==> src/rtl/pia_pkg.sv <==
package pia_pkg;
  localparam int unsigned NUM_VEC     = 32;
  localparam int unsigned NUM_INTX    = 4;
  localparam int unsigned INTX_LSB    = 16;
  localparam int unsigned SUM_BIT     = 23;
  localparam int unsigned WIDX_STATUS = 0;
  localparam int unsigned WIDX_MASK   = 1;
  localparam int unsigned WIDX_VEC    = 2;
  localparam int unsigned WIDX_TARGET = 3;
endpackage

==> src/rtl/pia_w1c_bank.sv <==
module pia_w1c_bank #(
  parameter int unsigned W = 32
) (
  input  logic         clk,
  input  logic         rst_n,
  input  logic [W-1:0] set_i,
  input  logic [W-1:0] clr_i,
  output logic [W-1:0] q_o
);
  logic [W-1:0] q_d;
  logic         en;

  always_comb begin
    en  = |(set_i | clr_i);
    q_d = (q_o & ~clr_i) | set_i;
  end

  always_ff @(posedge clk or negedge rst_n) begin
    if (!rst_n)  q_o <= '0;
    else if (en) q_o <= q_d;
  end

  // a set bit is 1 after the edge even if cleared in the same cycle
  assert_set_wins_R9: assert property (@(posedge clk) disable iff (!rst_n)
    (|set_i) |=> ((q_o & $past(set_i)) == $past(set_i)));

  // a cleared bit without a set is 0 after the edge
  assert_clear_R3: assert property (@(posedge clk) disable iff (!rst_n)
    (|(clr_i & ~set_i)) |=> ((q_o & $past(clr_i & ~set_i)) == '0));
endmodule

==> src/rtl/pia_msi_decode.sv <==
module pia_msi_decode #(
  parameter int unsigned AW = 32,
  parameter int unsigned DW = 32,
  parameter int unsigned NV = 32
) (
  input  logic          valid_i,
  input  logic [AW-1:0] addr_i,
  input  logic [DW-1:0] data_i,
  input  logic [AW-1:0] target_i,
  output logic [NV-1:0] set_o
);
  localparam int unsigned VW = $clog2(NV);

  logic hit;

  always_comb begin
    hit = valid_i && (addr_i == target_i) && (data_i < DW'(NV));
  end

  for (genvar i = 0; i < NV; i++) begin : g_vec
    assign set_o[i] = hit && (data_i[VW-1:0] == VW'(i));
  end
endmodule

==> src/rtl/pia_ctrl_regs.sv <==
module pia_ctrl_regs #(
  parameter int unsigned AW = 32,
  parameter int unsigned MW = 5
) (
  input  logic          clk,
  input  logic          rst_n,
  input  logic          mask_we_i,
  input  logic [MW-1:0] mask_wdata_i,
  input  logic          tgt_we_i,
  input  logic [AW-1:0] tgt_wdata_i,
  output logic [MW-1:0] mask_o,
  output logic [AW-1:0] tgt_o
);
  logic [MW-1:0] mask_d;
  logic [AW-1:0] tgt_d;

  always_comb begin
    mask_d = mask_we_i ? mask_wdata_i : mask_o;
    tgt_d  = tgt_we_i  ? tgt_wdata_i  : tgt_o;
  end

  always_ff @(posedge clk or negedge rst_n) begin
    if (!rst_n)         mask_o <= '1;
    else if (mask_we_i) mask_o <= mask_d;
  end

  always_ff @(posedge clk or negedge rst_n) begin
    if (!rst_n)        tgt_o <= '0;
    else if (tgt_we_i) tgt_o <= tgt_d;
  end

  // a target write lands unchanged
  assert_tgt_write_R4: assert property (@(posedge clk) disable iff (!rst_n)
    tgt_we_i |=> (tgt_o == $past(tgt_wdata_i)));
endmodule

==> src/rtl/pcie_irq_aggregator.sv <==
module pcie_irq_aggregator
  import pia_pkg::*;
#(
  parameter int unsigned REG_AW = 4,
  parameter int unsigned DW     = 32,
  parameter int unsigned MSI_AW = 32
) (
  input  logic              clk,
  input  logic              rst_n,
  input  logic [REG_AW-1:0] reg_addr_i,
  input  logic              reg_we_i,
  input  logic [DW-1:0]     reg_wdata_i,
  output logic [DW-1:0]     reg_rdata_o,
  input  logic              msi_valid_i,
  input  logic [MSI_AW-1:0] msi_addr_i,
  input  logic [DW-1:0]     msi_data_i,
  input  logic [NUM_INTX-1:0] intx_i,
  output logic              irq_o
);
  localparam int unsigned WW = REG_AW - 2;
  localparam int unsigned MW = NUM_INTX + 1;

  logic [1:0]          rst_sync;
  logic                rst_int_n;
  logic [WW-1:0]       widx;
  logic                wr_stat, wr_mask, wr_vec, wr_tgt;
  logic [NUM_VEC-1:0]  vec_set, vec_q;
  logic [NUM_INTX-1:0] intx_q;
  logic                sum_q;
  logic [MW-1:0]       mask_q, mask_wr;
  logic [MSI_AW-1:0]   tgt_q;
  logic [DW-1:0]       stat_word, mask_word;

  always_ff @(posedge clk or negedge rst_n) begin
    if (!rst_n) rst_sync <= 2'b00;
    else        rst_sync <= {rst_sync[0], 1'b1};
  end
  assign rst_int_n = rst_sync[1];

  always_comb begin
    widx    = reg_addr_i[REG_AW-1:2];
    wr_stat = reg_we_i && (widx == WW'(WIDX_STATUS));
    wr_mask = reg_we_i && (widx == WW'(WIDX_MASK));
    wr_vec  = reg_we_i && (widx == WW'(WIDX_VEC));
    wr_tgt  = reg_we_i && (widx == WW'(WIDX_TARGET));
    mask_wr = {reg_wdata_i[SUM_BIT], reg_wdata_i[INTX_LSB +: NUM_INTX]};
  end

  pia_msi_decode #(.AW(MSI_AW), .DW(DW), .NV(NUM_VEC)) i_decode (
    .valid_i  (msi_valid_i),
    .addr_i   (msi_addr_i),
    .data_i   (msi_data_i),
    .target_i (tgt_q),
    .set_o    (vec_set)
  );

  pia_w1c_bank #(.W(NUM_VEC)) i_vec_bank (
    .clk   (clk),
    .rst_n (rst_int_n),
    .set_i (vec_set),
    .clr_i (wr_vec ? reg_wdata_i[NUM_VEC-1:0] : '0),
    .q_o   (vec_q)
  );

  pia_w1c_bank #(.W(NUM_INTX)) i_intx_bank (
    .clk   (clk),
    .rst_n (rst_int_n),
    .set_i (intx_i),
    .clr_i (wr_stat ? reg_wdata_i[INTX_LSB +: NUM_INTX] : '0),
    .q_o   (intx_q)
  );

  pia_w1c_bank #(.W(1)) i_sum_bank (
    .clk   (clk),
    .rst_n (rst_int_n),
    .set_i (|vec_q),
    .clr_i (wr_stat && reg_wdata_i[SUM_BIT]),
    .q_o   (sum_q)
  );

  pia_ctrl_regs #(.AW(MSI_AW), .MW(MW)) i_ctrl (
    .clk          (clk),
    .rst_n        (rst_int_n),
    .mask_we_i    (wr_mask),
    .mask_wdata_i (mask_wr),
    .tgt_we_i     (wr_tgt),
    .tgt_wdata_i  (reg_wdata_i[MSI_AW-1:0]),
    .mask_o       (mask_q),
    .tgt_o        (tgt_q)
  );

  always_comb begin
    stat_word = '0;
    stat_word[INTX_LSB +: NUM_INTX] = intx_q;
    stat_word[SUM_BIT]              = sum_q;
    mask_word = '0;
    mask_word[INTX_LSB +: NUM_INTX] = mask_q[NUM_INTX-1:0];
    mask_word[SUM_BIT]              = mask_q[NUM_INTX];
    case (widx)
      WW'(WIDX_STATUS): reg_rdata_o = stat_word;
      WW'(WIDX_MASK):   reg_rdata_o = mask_word;
      WW'(WIDX_VEC):    reg_rdata_o = DW'(vec_q);
      WW'(WIDX_TARGET): reg_rdata_o = DW'(tgt_q);
      default:          reg_rdata_o = '0;
    endcase
    irq_o = (|(intx_q & ~mask_q[NUM_INTX-1:0])) | (sum_q & ~mask_q[NUM_INTX]);
  end

  // a pending vector keeps the summary bit set on the next edge
  assert_summary_R5: assert property (@(posedge clk) disable iff (!rst_int_n)
    (|vec_q) |=> sum_q);

  // a high legacy level is reported on the next edge
  assert_intx_follow_R6: assert property (@(posedge clk) disable iff (!rst_int_n)
    (|intx_i) |=> ((intx_q & $past(intx_i)) == $past(intx_i)));

  // out-of-range vector numbers set nothing
  assert_bad_data_R7: assert property (@(posedge clk) disable iff (!rst_int_n)
    (msi_valid_i && (msi_data_i >= DW'(NUM_VEC))) |=> ((vec_q & ~$past(vec_q)) == '0));

  // non-matching addresses set nothing
  assert_bad_addr_R7: assert property (@(posedge clk) disable iff (!rst_int_n)
    (msi_valid_i && (msi_addr_i != tgt_q)) |=> ((vec_q & ~$past(vec_q)) == '0));

  // a matching write sets its vector
  assert_msi_set_R2: assert property (@(posedge clk) disable iff (!rst_int_n)
    (msi_valid_i && (msi_addr_i == tgt_q) && (msi_data_i < DW'(NUM_VEC)))
      |=> vec_q[$past(msi_data_i[4:0])]);
endmodule

==> config.mk <==
export PLATFORM = sky130hd
export DESIGN_NAME = pcie_irq_aggregator
export DESIGN_NICKNAME = d
export VERILOG_FILES = /design/src/rtl/pia_pkg.sv /design/src/rtl/pia_w1c_bank.sv /design/src/rtl/pia_msi_decode.sv /design/src/rtl/pia_ctrl_regs.sv /design/src/rtl/pcie_irq_aggregator.sv
export SDC_FILE = /design/constraint.sdc
export NUM_CORES = 1
export LEC_CHECK = 0
export BUFFER_PORTS_ARGS = -buffer_cell sky130_fd_sc_hd__buf_2
export CORE_MARGIN = 2
export CORE_UTILIZATION = 47
export CTS_CLUSTER_SIZE = 24
export DETAILED_ROUTE_END_ITERATION = 12
export GPL_TIMING_DRIVEN = 0
export PLACE_DENSITY = 0.85
export SLEW_MARGIN = 10
export SYNTH_ARGS = -nofsm -noshare
export SYNTH_HDL_FRONTEND = slang
export SYNTH_SLANG_ARGS = --single-unit
==> constraint.sdc <==
create_clock -name clk -period 2.5 [get_ports clk]
set_clock_uncertainty 0.2 [all_clocks]
set_input_delay 0.125 -clock clk [delete_from_list [all_inputs] [get_ports clk]]
set_output_delay 0.125 -clock clk [all_outputs]
set_load 0.1 [all_outputs]
; ---- Yosys cells after proc, flatten, opt, wreduce, memory -nomap -nowiden
; Cells that the tools add are included.
[word_totals]
ff_bits = 76
[op_classes]
n_lt_le_gt_ge = 1
n_eq_ne = 35
muxes = 3
bitwise_logic = 17
reduce_logical = 45
[op_table]
columns = cell, n
row1 = $pmux 32 s4, 1
row2 = $eq 5x5->1 const B, 16
row3 = $or 32x32->32, 2
row4 = $reduce_or 32->1, 2
row5 = $eq 5x4->1 const B, 8
row6 = $logic_and 1x1->1, 39
row7 = $and 32x32->32, 1
row8 = $eq 32x32->1, 1
row9 = $lt 32x6->1 const B, 1
row10 = $mux 32, 1
row11 = $not 32->32, 1
row12 = $eq 5x3->1 const B, 4
row13 = $eq 5x2->1 const B, 2
row14 = $and 4x4->4, 2
row15 = $not 4->4, 2
row16 = $or 4x4->4, 2
row17 = $reduce_or 4->1, 2
row18 = $eq 5x1->1 const B, 1
row19 = $logic_not 5->1, 1
row20 = $eq 2x2->1 const B, 2
row21 = $mux 4, 1
row22 = $or 1x1->1, 3
row23 = $and 1x1->1, 2
row24 = $eq 2x1->1 const B, 1
row25 = other kinds (2), 3

; ---- Longest topological paths before layout
[depth]
depth_word = 6
ltp_mapped = 7
mapped_depth_nobuf = 5

; ---- Hierarchy
; Synthesis repeated with hierarchy kept, for this count alone.
[unflattened]
hier_cells = 465
area_unflattened_um2 = 5128.7
[modules_own_cells]
columns = mod, instances, cells_per_inst, area_each_um2, seq_area_each_um2
row1 = pia_ctrl_regs, 1, 78, 1532.7, 932.1
row2 = pia_w1c_bank (i_vec_bank), 1, 96, 1161.1, 800.8
row3 = pia_msi_decode, 1, 143, 1133.6, 0.0
row4 = pcie_irq_aggregator, 1, 133, 1119.8, 50.0
row5 = pia_w1c_bank (i_intx_bank), 1, 12, 145.1, 100.1
row6 = pia_w1c_bank (i_sum_bank), 1, 3, 36.3, 25.0

; ---- Least setup slack after synthesis
; No wires, ideal clock.
[synth_path]
path_kind = input to output
from = in reg_addr_i[2]
to = out reg_rdata_o[13]
t_arrival_ns = 2.031
t_required_ns = 2.175
path_slack_ns = 0.144
cell_stages = 4
cell_sequence = buf_2 -> buf_2 -> mux2i_1 -> nor2b_1
[synth_via]
elab_chain_len = 2
[synth_lines]
columns = element, line
row1 = "start, declared", pcie_irq_aggregator.sv:10  ; input logic [REG_AW-1:0] reg_addr_i,
row2 = "$eq 2x2->1, or another cell as far along", pcie_irq_aggregator.sv:99  ; case (widx)
row3 = $pmux 32 s4 *, pcie_irq_aggregator.sv:99
row4 = "end, declared", pcie_irq_aggregator.sv:13  ; output logic [DW-1:0] reg_rdata_o,
; Every way passes the cells marked *; elsewhere a longest branch is shown, timed or not.

; ---- Worst setup path after layout
[layout_path]
from = reg i_ctrl.tgt_o[28]
to = reg i_vec_bank.q_o[13]
[layout_via]
elab_chain_len = 6
[layout_lines]
columns = element, line
row1 = "start, declared", pia_ctrl_regs.sv:12  ; output logic [AW-1:0] tgt_o
row2 = "start signal, assigned", pia_ctrl_regs.sv:29  ; else if (tgt_we_i) tgt_o <= tgt_d;
row3 = $eq 32x32->1 *, pia_msi_decode.sv:17  ; hit = valid_i && (addr_i == target_i) && (data_i < DW'(NV));
row4 = $logic_and 1x1->1 * (2 in series), pia_msi_decode.sv:17
row5 = $logic_and 1x1->1, pia_msi_decode.sv:21  ; assign set_o[i] = hit && (data_i[VW-1:0] == VW'(i));
row6 = $or 32x32->32, pia_w1c_bank.sv:14  ; en = |(set_i | clr_i);
row7 = $reduce_or 32->1, pia_w1c_bank.sv:14
row8 = "end signal, assigned", pia_w1c_bank.sv:20  ; else if (en) q_o <= q_d;
row9 = "end, declared", pia_w1c_bank.sv:8  ; output logic [W-1:0] q_o
; Marks and branches as above.
; A chain may end at the register's enable or synchronous reset.

==> results.txt <==
0 antenna diodes ended up in the layout. Global routing finished with a remaining overflow of 0. Subtracting the final worst setup slack from the clock period gives about 2.4 ns. The normalized max-slew margin is between 50% and 60%.

The critical path is of the reg2reg type. The root buffer cell chosen for the clock tree is sky130_fd_sc_hd__clkbuf_8. The footprint of the flip-flops and latches came out at 0.00191 sq mm.

The flow ran to the end, and the final reports show no timing, DRC or antenna violations. The critical path starts at i_ctrl.tgt_o[28]$_DFFE_PN0P_. TritonCTS built the clock tree.

After synthesis the netlist holds a flip-flop and latch count of 76. The fraction of the core area covered by cells at the end of the flow is between 60% and 70%. For this design, the sink count on the clock tree is 76. The distinct cell type count of the synthesized netlist is 36. The fraction of final layout cells sized beyond drive strength 1 is between 40% and 50%.

For the final routed database, the setup TNS stands at 0 ns. The number of maximum-capacitance violations is 0. The maximum ir drop on the vdd rail is around 0.4 mV.

The total DRC errors in the routed layout came out at 0. The net total in the final layout is about 720. The count of standard-cell rows came out at 35.

Each instance of the synthesized netlist takes up on average about 11 sq um. The die area came out at slightly above 0.01 sq mm. The height of the die is slightly above 100 microns. The cell area reported after detailed placement is between 0.005 and 0.006 sq mm.

In this run, CTS created clock tree buffers numbering 9. The worst-skew pair later-pin latency came out at between 0.3 and 0.4 ns. Buffers added to address setup during post-CTS repair amount to 0.

Once routing completed, OpenROAD measured the worst setup slack at ~0.090 ns. The routed length per instance came out at around 19 microns. Power spread over the standard cell area amounts to 613 mW/mm^2. The worst setup slack for register-to-register paths is 0.09 ns.

The slew of the pin with the lowest slew margin is 0.728 ns. Clock-pin slew was measured on the worst setup and hold paths at around 0.080 ns. The total core area came out at slightly above 0.009 sq mm. The routability-driven placement congestion ratio is 0.989. The number of gates resized after CTS came out at 0.

The fmax came out at 0.415 GHz. The number of placed I/O pins came out at ~140. The largest individual stage delay along the critical path comes from the cell sky130_fd_sc_hd__nor4_1. Detailed routing inserted a total of between 4k and 5k vias. The HPWL after detailed placement is roughly 10000 microns. The max-slew violation total from the final report came out at 0. The floorplan step set the die width to between 100 and 150 microns. The area taken by multi-input logic gates came out at 0.00239 sq mm. Before CTS, the worst setup slack after placement is ~0.15 ns. The design area came out at between 0.005 and 0.006 sq mm.

The starting density of the core is slightly below 50%. The longest clock path from root to sink contains 2 buffers. The sequential share of the synthesized area is a little over two fifths. The worst setup path is launched from a flip-flop. Traced cell by cell, the critical path runs through xor2_1 > nor4_1 > nand4_2 > buf_6 > o31ai_2. STA classifies the critical path endpoint as a flip-flop. The kind of cell with the highest combined delay along the critical path is simple AND/OR/NAND/NOR gates. The growth of design area from synthesis to finish is 34.9%. The number of warnings printed during yosys synthesis came out at 0.

The routed design has 13800 microns of wire. The worst register-to-register path begins at i_ctrl.tgt_o[28]$_DFFE_PN0P_. Buffers inserted to repair hold after CTS numbered 45. The number of DRC violations after detailed-routing iteration 0 is approximately 220. The number of filler instances in the final layout came out at slightly above 700. The number of antenna violations at the first check in global routing was 1. When the netlist entered floorplanning its net count stood at 530. The H-tree level count came out at 3. The via density per instance is approximately 5.7. The count of buffer and inverter cells on the critical path is 1. The number of port buffers is roughly 140. The post-detailed-route count of antenna-violating nets came out at 0.

The static leakage came out at between 2 and 3 nW. The number of global-route vias before repair is about 4.3k. The final-report hold violation count is 0. The combined area of all synthesized cells came out at 0.00445 sq mm. The first-pass iteration count of the detailed router came out at 5. After layout, the worst path uses a little over nine tenths of the clock period. In this run the most critical hold path is launched from msi_data_i[2].

The largest fanout of any net on the critical path is 10. Across every metal layer, demand over resource in global routing totals 27.5%. The final number of setup-violating endpoints came out at 0. STA puts the critical path data required time at between 2 and 3 ns. The synthesized instance count is approximately 420. Setup repair after global routing left no endpoint under its margin. The worst hold path belongs to the class in2reg.

The peak per-stage delay on the critical path came out at between 0.6 and 0.7 ns. The wire length of the first global-routing pass is 21400 microns. The maximum number of pins on one net before global-route repair came out at 51. The data arrival time at the worst-slack endpoint is around 2.5 ns.
==> metrics by stage <==
stage	total power [W]	instances	hold slack (ns)
finish	0.00368	731	0.0347
global route	0.00381	731	0.0324
CTS	0.00368	731	0.0215
detailed placement	0.00246	670	-0.288
global placement	0.00242	669	-0.288
floorplan	0.00218	422	-0.371
==> flip-flops by register name (all words and copies together), names as in the netlist <==
register,flops
i_intx_bank.q_o,4
i_ctrl.mask_o,5
i_vec_bank.q_o,32
i_sum_bank.q_o,1
i_ctrl.tgt_o,32
rst_sync,2
==> final timing paths <==
kind / end / cells after the start
worst max-delay path: i_vec_bank.q_o[13]$_DFFE_PN0P_ / 5
max in group asynchronous: i_ctrl.mask_o[1]$_DFFE_PN1P_ / 1
min in group asynchronous: i_ctrl.tgt_o[11]$_DFFE_PN0P_ / 0
worst min register to register: i_ctrl.tgt_o[11]$_DFFE_PN0P_ / 0
worst min-delay path: i_vec_bank.q_o[3]$_DFFE_PN0P_ / 4
worst max register to register: i_vec_bank.q_o[13]$_DFFE_PN0P_ / 5
==> worst min-delay path: stages <==
cell and delay (ns):
sky130_fd_sc_hd__buf_2 0.11, sky130_fd_sc_hd__nor2_1 0.15, sky130_fd_sc_hd__nand2_1 0.12, sky130_fd_sc_hd__o31ai_2 0.05
==> placed cells by master, fill, tap and decap left out, types with 16 or more instances in the layout <==
master	count
sky130_fd_sc_hd__xnor2_1	17
sky130_fd_sc_hd__nor4_1	16
sky130_fd_sc_hd__mux2_2	37
sky130_fd_sc_hd__dlygate4sd3_1	45
sky130_fd_sc_hd__nor2b_1	29
sky130_fd_sc_hd__dfrtp_1	70
sky130_fd_sc_hd__o31ai_2	30
sky130_fd_sc_hd__nand2_1	101
sky130_fd_sc_hd__buf_2	149
sky130_fd_sc_hd__mux2i_1	27
==> power by group <==
group | internal, W | switching, W
Sequential | 0.00136 | 0.000126
Combinational | 0.000376 | 0.000640
Clock | 0.000717 | 0.000463
==> cell type report <==
type	count	area share, %
inverters	5	0.313
multi-input cells	317	39.9
clock inverters	4	1.58
repair buffers	182	19.3
clock buffers	12	2.59
plain buffers	24	2.15
well taps	111	2.31
flip-flops and latches	76	31.9
==> kinds of logic (layout without fill, tap and decap cells) <==
family | count (synthesis) | count (layout) | synth area share (%)
xor+xnor | 32 | 32 | 6.30
buf+inv | 29 | 227 | 3.32
simple gates | 176 | 176 | 19.5
flops | 76 | 76 | 42.9
mux | 69 | 69 | 18.0
compound gates | 39 | 39 | 9.96
other cells | 1 | 1 | 0.0843
==> metal layers <==
metal,part of all wire (%),global-route usage [%],vias up,routed length [microns]
li1,-,-,1864,-
met1,40,33.2,2025,5460
met2,50,47.3,215,6850
met3,7.0,4.14,44,973
met4,3.6,15.1,2,503
met5,0.087,0,-,12
==> cells in the mapped netlist, drive strengths merged <==
cell type | n | area [sq um]
or2 | 2 | 12.5
buf | 19 | 110
nor4b | 1 | 8.76
nand2 | 101 | 379
nor2b | 29 | 181
dfrtp | 71 | 1780
nand3 | 1 | 5.00
and2 | 1 | 6.26
and3b | 3 | 26.3
nand4 | 9 | 62.6
nor3b | 4 | 30.0
a21o | 2 | 15.0
a222oi | 1 | 10.0
mux4 | 5 | 113
mux2i | 27 | 270
inv | 5 | 18.8
o31ai | 32 | 390
a211o | 1 | 8.76
nor3 | 4 | 20.0
nor2 | 2 | 7.51
o221ai | 1 | 8.76
xnor2 | 17 | 149
a21oi | 2 | 10.0
dfstp | 5 | 131
nand3b | 1 | 7.51
and3 | 1 | 6.26
mux2 | 37 | 417
nor4 | 17 | 113
clkbuf | 5 | 18.8
conb | 1 | 3.75
xor2 | 15 | 131
Power figures use the tool's default switching activity.
